==> config.mk <==
export PLATFORM = sky130hd
export DESIGN_NAME = bbswap_top
export DESIGN_NICKNAME = d
export VERILOG_FILES = /design/src/rtl/bbswap_pkg.sv /design/src/rtl/bbswap_strap_latch.sv /design/src/rtl/bbswap_cfg_port.sv /design/src/rtl/bbswap_swap_reg.sv /design/src/rtl/bbswap_remap.sv /design/src/rtl/bbswap_top.sv
export SDC_FILE = /design/constraint.sdc
export NUM_CORES = 1
export LEC_CHECK = 0
export BUFFER_PORTS_ARGS = -buffer_cell sky130_fd_sc_hd__buf_2
export CORE_UTILIZATION = 20
export CTS_CLUSTER_SIZE = 40
export DETAILED_ROUTE_END_ITERATION = 16
export PLACE_DENSITY = 0.76
export SLEW_MARGIN = 15
export SYNTH_ARGS = -nofsm -noshare
export SYNTH_HDL_FRONTEND = slang
export SYNTH_SLANG_ARGS = --single-unit
==> constraint.sdc <==
create_clock -name clk -period 1.1 [get_ports clk]
set_clock_uncertainty 0.2 [all_clocks]
set_input_delay 0.11 -clock clk [delete_from_list [all_inputs] [get_ports clk]]
set_output_delay 0.11 -clock clk [all_outputs]
set_load 0.01 [all_outputs]
==> src/rtl/bbswap_pkg.sv <==
package bbswap_pkg;

    localparam int CFG_ADDR_W = 8;
    localparam int CFG_DATA_W = 32;
    localparam int SIZE_W     = 2;

    typedef enum logic [SIZE_W-1:0] {
        BLK_64K  = 2'd0,
        BLK_128K = 2'd1,
        BLK_256K = 2'd2,
        BLK_512K = 2'd3
    } blk_size_e;

    typedef struct packed {
        logic                  en;
        logic [CFG_ADDR_W-1:0] addr;
        logic [CFG_DATA_W-1:0] data;
    } cfg_wr_t;

    // Inversion mask for the swap window: bit k set when k <= size code
    function automatic logic [7:0] win_mask(input blk_size_e sz);
        logic [7:0] m;
        for (int k = 0; k < 8; k++) begin
            m[k] = (k <= int'(sz));
        end
        return m;
    endfunction

endpackage

==> src/rtl/bbswap_strap_latch.sv <==
module bbswap_strap_latch (
    input  logic clk,
    input  logic rst,
    input  logic pwr_good,
    input  logic strap_in,
    output logic sample_now,
    output logic strap_one,
    output logic pd_en
);
    logic armed_q;

    // Strap is sampled once: first edge after reset with power-good seen high
    assign sample_now = armed_q & pwr_good;
    assign strap_one  = sample_now & strap_in;
    assign pd_en      = armed_q;

    always_ff @(posedge clk) begin
        if (rst) begin
            armed_q <= 1'b1;
        end else if (sample_now) begin
            armed_q <= 1'b0;
        end
    end

    assert_pd_stays_off_R4: assert property (@(posedge clk) disable iff (rst)
        !pd_en |=> !pd_en);

    assert_pd_release_R4: assert property (@(posedge clk) disable iff (rst)
        (pd_en && pwr_good) |=> !pd_en);

endmodule

==> src/rtl/bbswap_cfg_port.sv <==
module bbswap_cfg_port
    import bbswap_pkg::*;
#(
    parameter logic [CFG_ADDR_W-1:0] CFG_OFFSET = 8'hDC,
    parameter int                    SWAP_BIT   = 4
) (
    input  cfg_wr_t               wr,
    input  logic                  swap_state,
    output logic                  sw_set,
    output logic [CFG_DATA_W-1:0] rdata
);
    logic hit;
    logic data_unused;

    assign hit         = (wr.addr == CFG_OFFSET);
    assign sw_set      = wr.en & hit & wr.data[SWAP_BIT];
    assign data_unused = ^wr.data;

    always_comb begin
        rdata = '0;
        if (hit) begin
            rdata[SWAP_BIT] = swap_state;
        end
    end

    always_comb begin
        assert_rd_other_zero_R5: assert (hit || rdata == '0);
    end

endmodule

==> src/rtl/bbswap_swap_reg.sv <==
module bbswap_swap_reg (
    input  logic clk,
    input  logic rst,
    input  logic strap_set,
    input  logic sw_set,
    output logic swap_q
);
    // Sticky: either source sets it, only reset clears it
    always_ff @(posedge clk) begin
        if (rst) begin
            swap_q <= 1'b0;
        end else if (strap_set || sw_set) begin
            swap_q <= 1'b1;
        end
    end

    assert_sticky_R7: assert property (@(posedge clk) disable iff (rst)
        swap_q |=> swap_q);

    assert_merge_set_R6: assert property (@(posedge clk) disable iff (rst)
        (strap_set || sw_set) |=> swap_q);

endmodule

==> src/rtl/bbswap_remap.sv <==
module bbswap_remap
    import bbswap_pkg::*;
#(
    parameter int ADDR_W = 32,
    parameter int WIN_LO = 16,
    parameter int WIN_W  = 8
) (
    input  logic              swap,
    input  blk_size_e         size,
    input  logic [ADDR_W-1:0] addr_in,
    output logic [ADDR_W-1:0] addr_out
);
    localparam int WIN_HI = WIN_LO + WIN_W - 1;

    logic [7:0] mask;
    assign mask = win_mask(size);

    for (genvar i = 0; i < ADDR_W; i++) begin : g_bit
        if (i >= WIN_LO && i <= WIN_HI && (i - WIN_LO) < 8) begin : g_win
            assign addr_out[i] = addr_in[i] ^ (swap & mask[i-WIN_LO]);
        end else begin : g_pass
            assign addr_out[i] = addr_in[i];
        end
    end

    always_comb begin
        assert_low_pass_R9: assert (addr_out[WIN_LO-1:0] == addr_in[WIN_LO-1:0]);
        assert_off_identity_R9: assert (swap || addr_out == addr_in);
    end

endmodule

==> src/rtl/bbswap_top.sv <==
module bbswap_top
    import bbswap_pkg::*;
#(
    parameter int                    ADDR_W     = 32,
    parameter int                    WIN_LO     = 16,
    parameter int                    WIN_W      = 8,
    parameter logic [CFG_ADDR_W-1:0] CFG_OFFSET = 8'hDC,
    parameter int                    SWAP_BIT   = 4
) (
    input  logic                  clk,
    input  logic                  rst,
    input  logic                  pwr_good,
    input  logic                  strap_in,
    output logic                  strap_pd_en,
    input  logic [SIZE_W-1:0]     blk_size,
    input  logic                  cfg_wr_en,
    input  logic [CFG_ADDR_W-1:0] cfg_addr,
    input  logic [CFG_DATA_W-1:0] cfg_wdata,
    output logic [CFG_DATA_W-1:0] cfg_rdata,
    input  logic [ADDR_W-1:0]     fetch_addr_i,
    output logic [ADDR_W-1:0]     fetch_addr_o
);
    logic    sample_now;
    logic    strap_one;
    logic    sw_set;
    logic    swap_state;
    cfg_wr_t wr;

    assign wr = '{en: cfg_wr_en, addr: cfg_addr, data: cfg_wdata};

    bbswap_strap_latch u_strap (
        .clk        (clk),
        .rst        (rst),
        .pwr_good   (pwr_good),
        .strap_in   (strap_in),
        .sample_now (sample_now),
        .strap_one  (strap_one),
        .pd_en      (strap_pd_en)
    );

    bbswap_cfg_port #(
        .CFG_OFFSET (CFG_OFFSET),
        .SWAP_BIT   (SWAP_BIT)
    ) u_cfg (
        .wr         (wr),
        .swap_state (swap_state),
        .sw_set     (sw_set),
        .rdata      (cfg_rdata)
    );

    bbswap_swap_reg u_swap (
        .clk       (clk),
        .rst       (rst),
        .strap_set (strap_one),
        .sw_set    (sw_set),
        .swap_q    (swap_state)
    );

    bbswap_remap #(
        .ADDR_W (ADDR_W),
        .WIN_LO (WIN_LO),
        .WIN_W  (WIN_W)
    ) u_remap (
        .swap     (swap_state),
        .size     (blk_size_e'(blk_size)),
        .addr_in  (fetch_addr_i),
        .addr_out (fetch_addr_o)
    );

    assert_strap_capture_R2: assert property (@(posedge clk) disable iff (rst)
        (strap_pd_en && pwr_good && strap_in) |=> swap_state);

    assert_late_strap_ignored_R3: assert property (@(posedge clk) disable iff (rst)
        (!strap_pd_en && !swap_state && !sw_set) |=> !swap_state);

    always_comb begin
        assert_window_lsb_R8: assert (!swap_state ||
            fetch_addr_o[WIN_LO] != fetch_addr_i[WIN_LO]);
    end

    logic sample_unused;
    assign sample_unused = sample_now;

endmodule

* Word level (Yosys, flattened, before mapping) *
Index checks and enable logic that the tools add are counted.

word-level totals
  register bits = 2
  input bits = 79
  output and inout port bits = 65
  word-level logic and storage cells = 19

cells by class
  magnitude comparators = 3
  eq/ne operators = 1
  muxes and demuxes = 1
  bitwise operators = 11
  reductions and logical operators = 1

operators by type and width
  cell                  number
  $eq A8 B8 Y1 const B  1
  $and A1 B1 Y1         7
  $le A2 B2 Y1 const A  2
  $xor A1 B1 Y1         4
  $le A1 B2 Y1 const A  1
  $logic_or A1 B1 Y1    1
  $mux W1               1

* Longest topological paths before layout *
  depth in word-level cells = 4
  depth in mapped cells = 2
  depth with buffers taken out = 2

* Modules after synthesis *
Synthesis repeated with hierarchy kept, for this count alone.

second synthesis, totals
  cells, all modules = 81
  area, all modules = 609.3 sq um

modules (own cells, without submodules)
  module              times used  cells an instance  area an instance (sq um)  sequential area each (sq um)
  bbswap_cfg_port     1           38                 275.3                     0.0
  bbswap_remap        1           35                 259.0                     0.0
  bbswap_strap_latch  1           5                  46.3                      20.0
  bbswap_swap_reg     1           3                  28.8                      20.0

* Least setup slack after synthesis *
No wires, ideal clock.

  kind = in2out
  from = input cfg_addr[1]
  to = output cfg_rdata[4]
  arrival = 914 ps
  required time = 790 ps
  setup slack = -124 ps
  stages on the path = 2
  path buffers = 0
  path through = or4b_4 nor3_1

on the way
  cells in the longest elaborated chain, start to end = 2

RTL lines
  item          line                   RTL
  from (decl)   bbswap_top.sv:17       input logic [CFG_ADDR_W-1:0] cfg_addr,
  $eq A8 B8 Y1  bbswap_cfg_port.sv:15  assign hit = (wr.addr == CFG_OFFSET);
  $mux W1       bbswap_cfg_port.sv:21  if (hit) begin
  to (decl)     bbswap_top.sv:19       output logic [CFG_DATA_W-1:0] cfg_rdata,

No other way between the ends.

* Worst setup path in the final report *
  from = input cfg_addr[5]
  to = output cfg_rdata[4]

Same word-level chain as after synthesis.

==> impl_metrics.json <==
{
  "fmax_mhz": 754.4,
  "finalCritPeriodShare_pct": 120.5,
  "place_ws_ps": -240.4,
  "drv_slew": 0,
  "synthCells": 78,
  "wl_per_cell_um": 8.766,
  "antenna_left": 0,
  "total_power_w": 0.0004010,
  "routed_via_density": 3.459,
  "crit_path_end_kind": "primary output",
  "hold_viol_final": 1,
  "diodes": 0,
  "h-tree-depth": 1,
  "die_w_um": 57.03,
  "grt_usage_pct": 4.974,
  "clock_latency_ps": 220,
  "crit_required_ps": 790,
  "crit_fanout": 2,
  "cts-root-buf": "clkbuf_4",
  "gp_routability_congestion": 0.6927,
  "io_buffers": 25,
  "cap_viol_max_count": 0,
  "numCtsBuffers": 3,
  "dieArea_um2": 3252,
  "arrival_ps": 1020,
  "num_vias": 384,
  "grt_pass1_wl_mm": 1.173,
  "clock_path_buffers": 2,
  "reg2reg_slack_ps": 140,
  "core-area_um2": 2805,
  "io_pins": 144,
  "tritoncts": "done",
  "final_net_count": 161,
  "antenna_found_initial": 0,
  "synth_cell_types": 16,
  "power_density_nw_per_um2": 757.6,
  "final_layout_size_suffix_gt1_share_pct": 43.75,
  "syn_avg_cell_area_um2": 7.764,
  "status": "finished with violations",
  "p_leak_nw": 0.3001,
  "worstSetupPathType": "in2out",
  "yosys_register_bits": 2,
  "fin_ws_ps": -225.5,
  "synth-seq-area-share_pct": 6.612,
  "finalHoldWorstSlack_ps": -12.98,
  "cts.reportedPaths.clkPinSlew_ps": 30,
  "syn-cell-area_um2": 605.6,
  "drc": 18,
  "rsz0062_at_grt": "yes",
  "synthToLayoutAreaGrowth_pct": -12.60,
  "grt_overflow_total": 0,
  "firstDrtPassIters": 10,
  "critPathLaunchType": "input pin",
  "row_count": 19,
  "grt_pass1_vias": 309,
  "initial_core_util_pct": 21.59,
  "setup_viol": 6,
  "placedInstanceArea_um2": 450.4,
  "period_needed_ps": 1326,
  "vdd_drop_max_uv": 454.3,
  "drt_iter0_drc": 23,
  "cts_sinks": 2,
  "final_cell_area_um2": 529.3,
  "hp-class": "in2reg",
  "violations": "design-rule violations, negative hold slack, negative setup slack",
  "synth_warnings": 0,
  "grt_max_degree": 7,
  "die_h_um": 57.03,
  "wl_um": 973
}
## where the power goes
part	internal, W	switching, W	total, W
Combinational	0.0000636	0.0000920	0.000156
Clock	0.000120	0.0000403	0.000161
Sequential	0.0000777	0.00000717	0.0000848
## cell families after synthesis
logic type / Yosys count / share of synthesized area [%]
buffers and inverters: 61 / 74.38
AND/OR/NAND/NOR: 6 / 6.817
AO/OA/AOI/OAI: 4 / 5.786
XOR/XNOR: 4 / 5.786
flip-flops: 2 / 6.612
other: 1 / 0.6192
## cell type report
type,instances,area (um^2)
flip-flops and latches,2,43.79
repair buffers,28,168.9
multi-input cells,45,247.7
fillers,341,2276
well taps,31,38.79
inverters,2,7.507
clock buffers,3,22.52
## cell usage in the layout (no fill, tap or decap)
cell type and n:
a21o_1 1, a31oi_1 1, buf_2 23, buf_6 3
clkbuf_4 3, conb_1 31, dfxtp_1 1, dfxtp_4 1
dlygate4sd3_1 2, inv_1 2, nand2_1 1, nand3_2 1
nand3b_1 1, nand4_1 1, nor3_4 1, o21ai_2 1
o32ai_2 1, or4b_4 1, xnor2_1 3, xor2_1 1
## per-stage QoR
| step | utilization [%] | setup TNS [ps] | std cells |
|---|---|---|---|
| floorplan | - | -50.55 | 108 |
| global placement | 16.06 | -623.5 | 105 |
| detailed placement | 16.06 | -746.3 | 105 |
| CTS | 18.64 | -949.7 | 111 |
| global route | 18.87 | -1068 | 111 |
| finish | 18.87 | -875.5 | 111 |
## Yosys cell counts
library cell  number  area share, %
nand4_1            1            1.0
inv_1              2            1.2
buf_4             59             73
nor3_1             1           0.83
a31oi_1            1            1.0
o21ai_0            1           0.83
dfxtp_1            2            6.6
o32ai_2            1            2.7
xor2_1             1            1.4
conb_1             1           0.62
nand2_1            1           0.62
nand3_1            1           0.83
nand3b_1           1            1.2
a21o_1             1            1.2
xnor2_1            3            4.3
or4b_4             1            2.3
## registers in the layout, summed over array words and instances, names as in the netlist
register,cells
u_swap.swap_q,1
u_strap.pd_en,1
## routing by layer
layer / track usage (%) / share of wire (%)
met2: 10.92 / 57
met5: 0 / 0
met4: 4.878 / 3.6
met1: 1.931 / 19
met3: 2.721 / 20
## worst paths after layout
kind,cells after the start,startpoint,end
worst max register to register,2,u_swap.swap_q,u_swap.swap_q
worst min-delay path,3,cfg_wdata[4],u_swap.swap_q
worst min register to register,1,u_strap.pd_en,u_strap.pd_en
worst max-delay path,4,cfg_addr[5],cfg_rdata[4]
## critical path, stage by stage
cell and delay, ps:
buf_6 90, or4b_4 560, nor3_4 110, buf_2 150
## repair_timing
| item | in CTS | in global routing |
|---|---|---|
| hold endpoints to repair | 2 | 0 |
| resized for setup | 7 | 2 |
| pin swaps | 3 | 4 |
| setup buffers | 1 | 1 |
| setup endpoints to repair | 5 | 6 |
| hold buffers | 2 | 0 |
No activity file was read; power rests on OpenSTA's default activity.
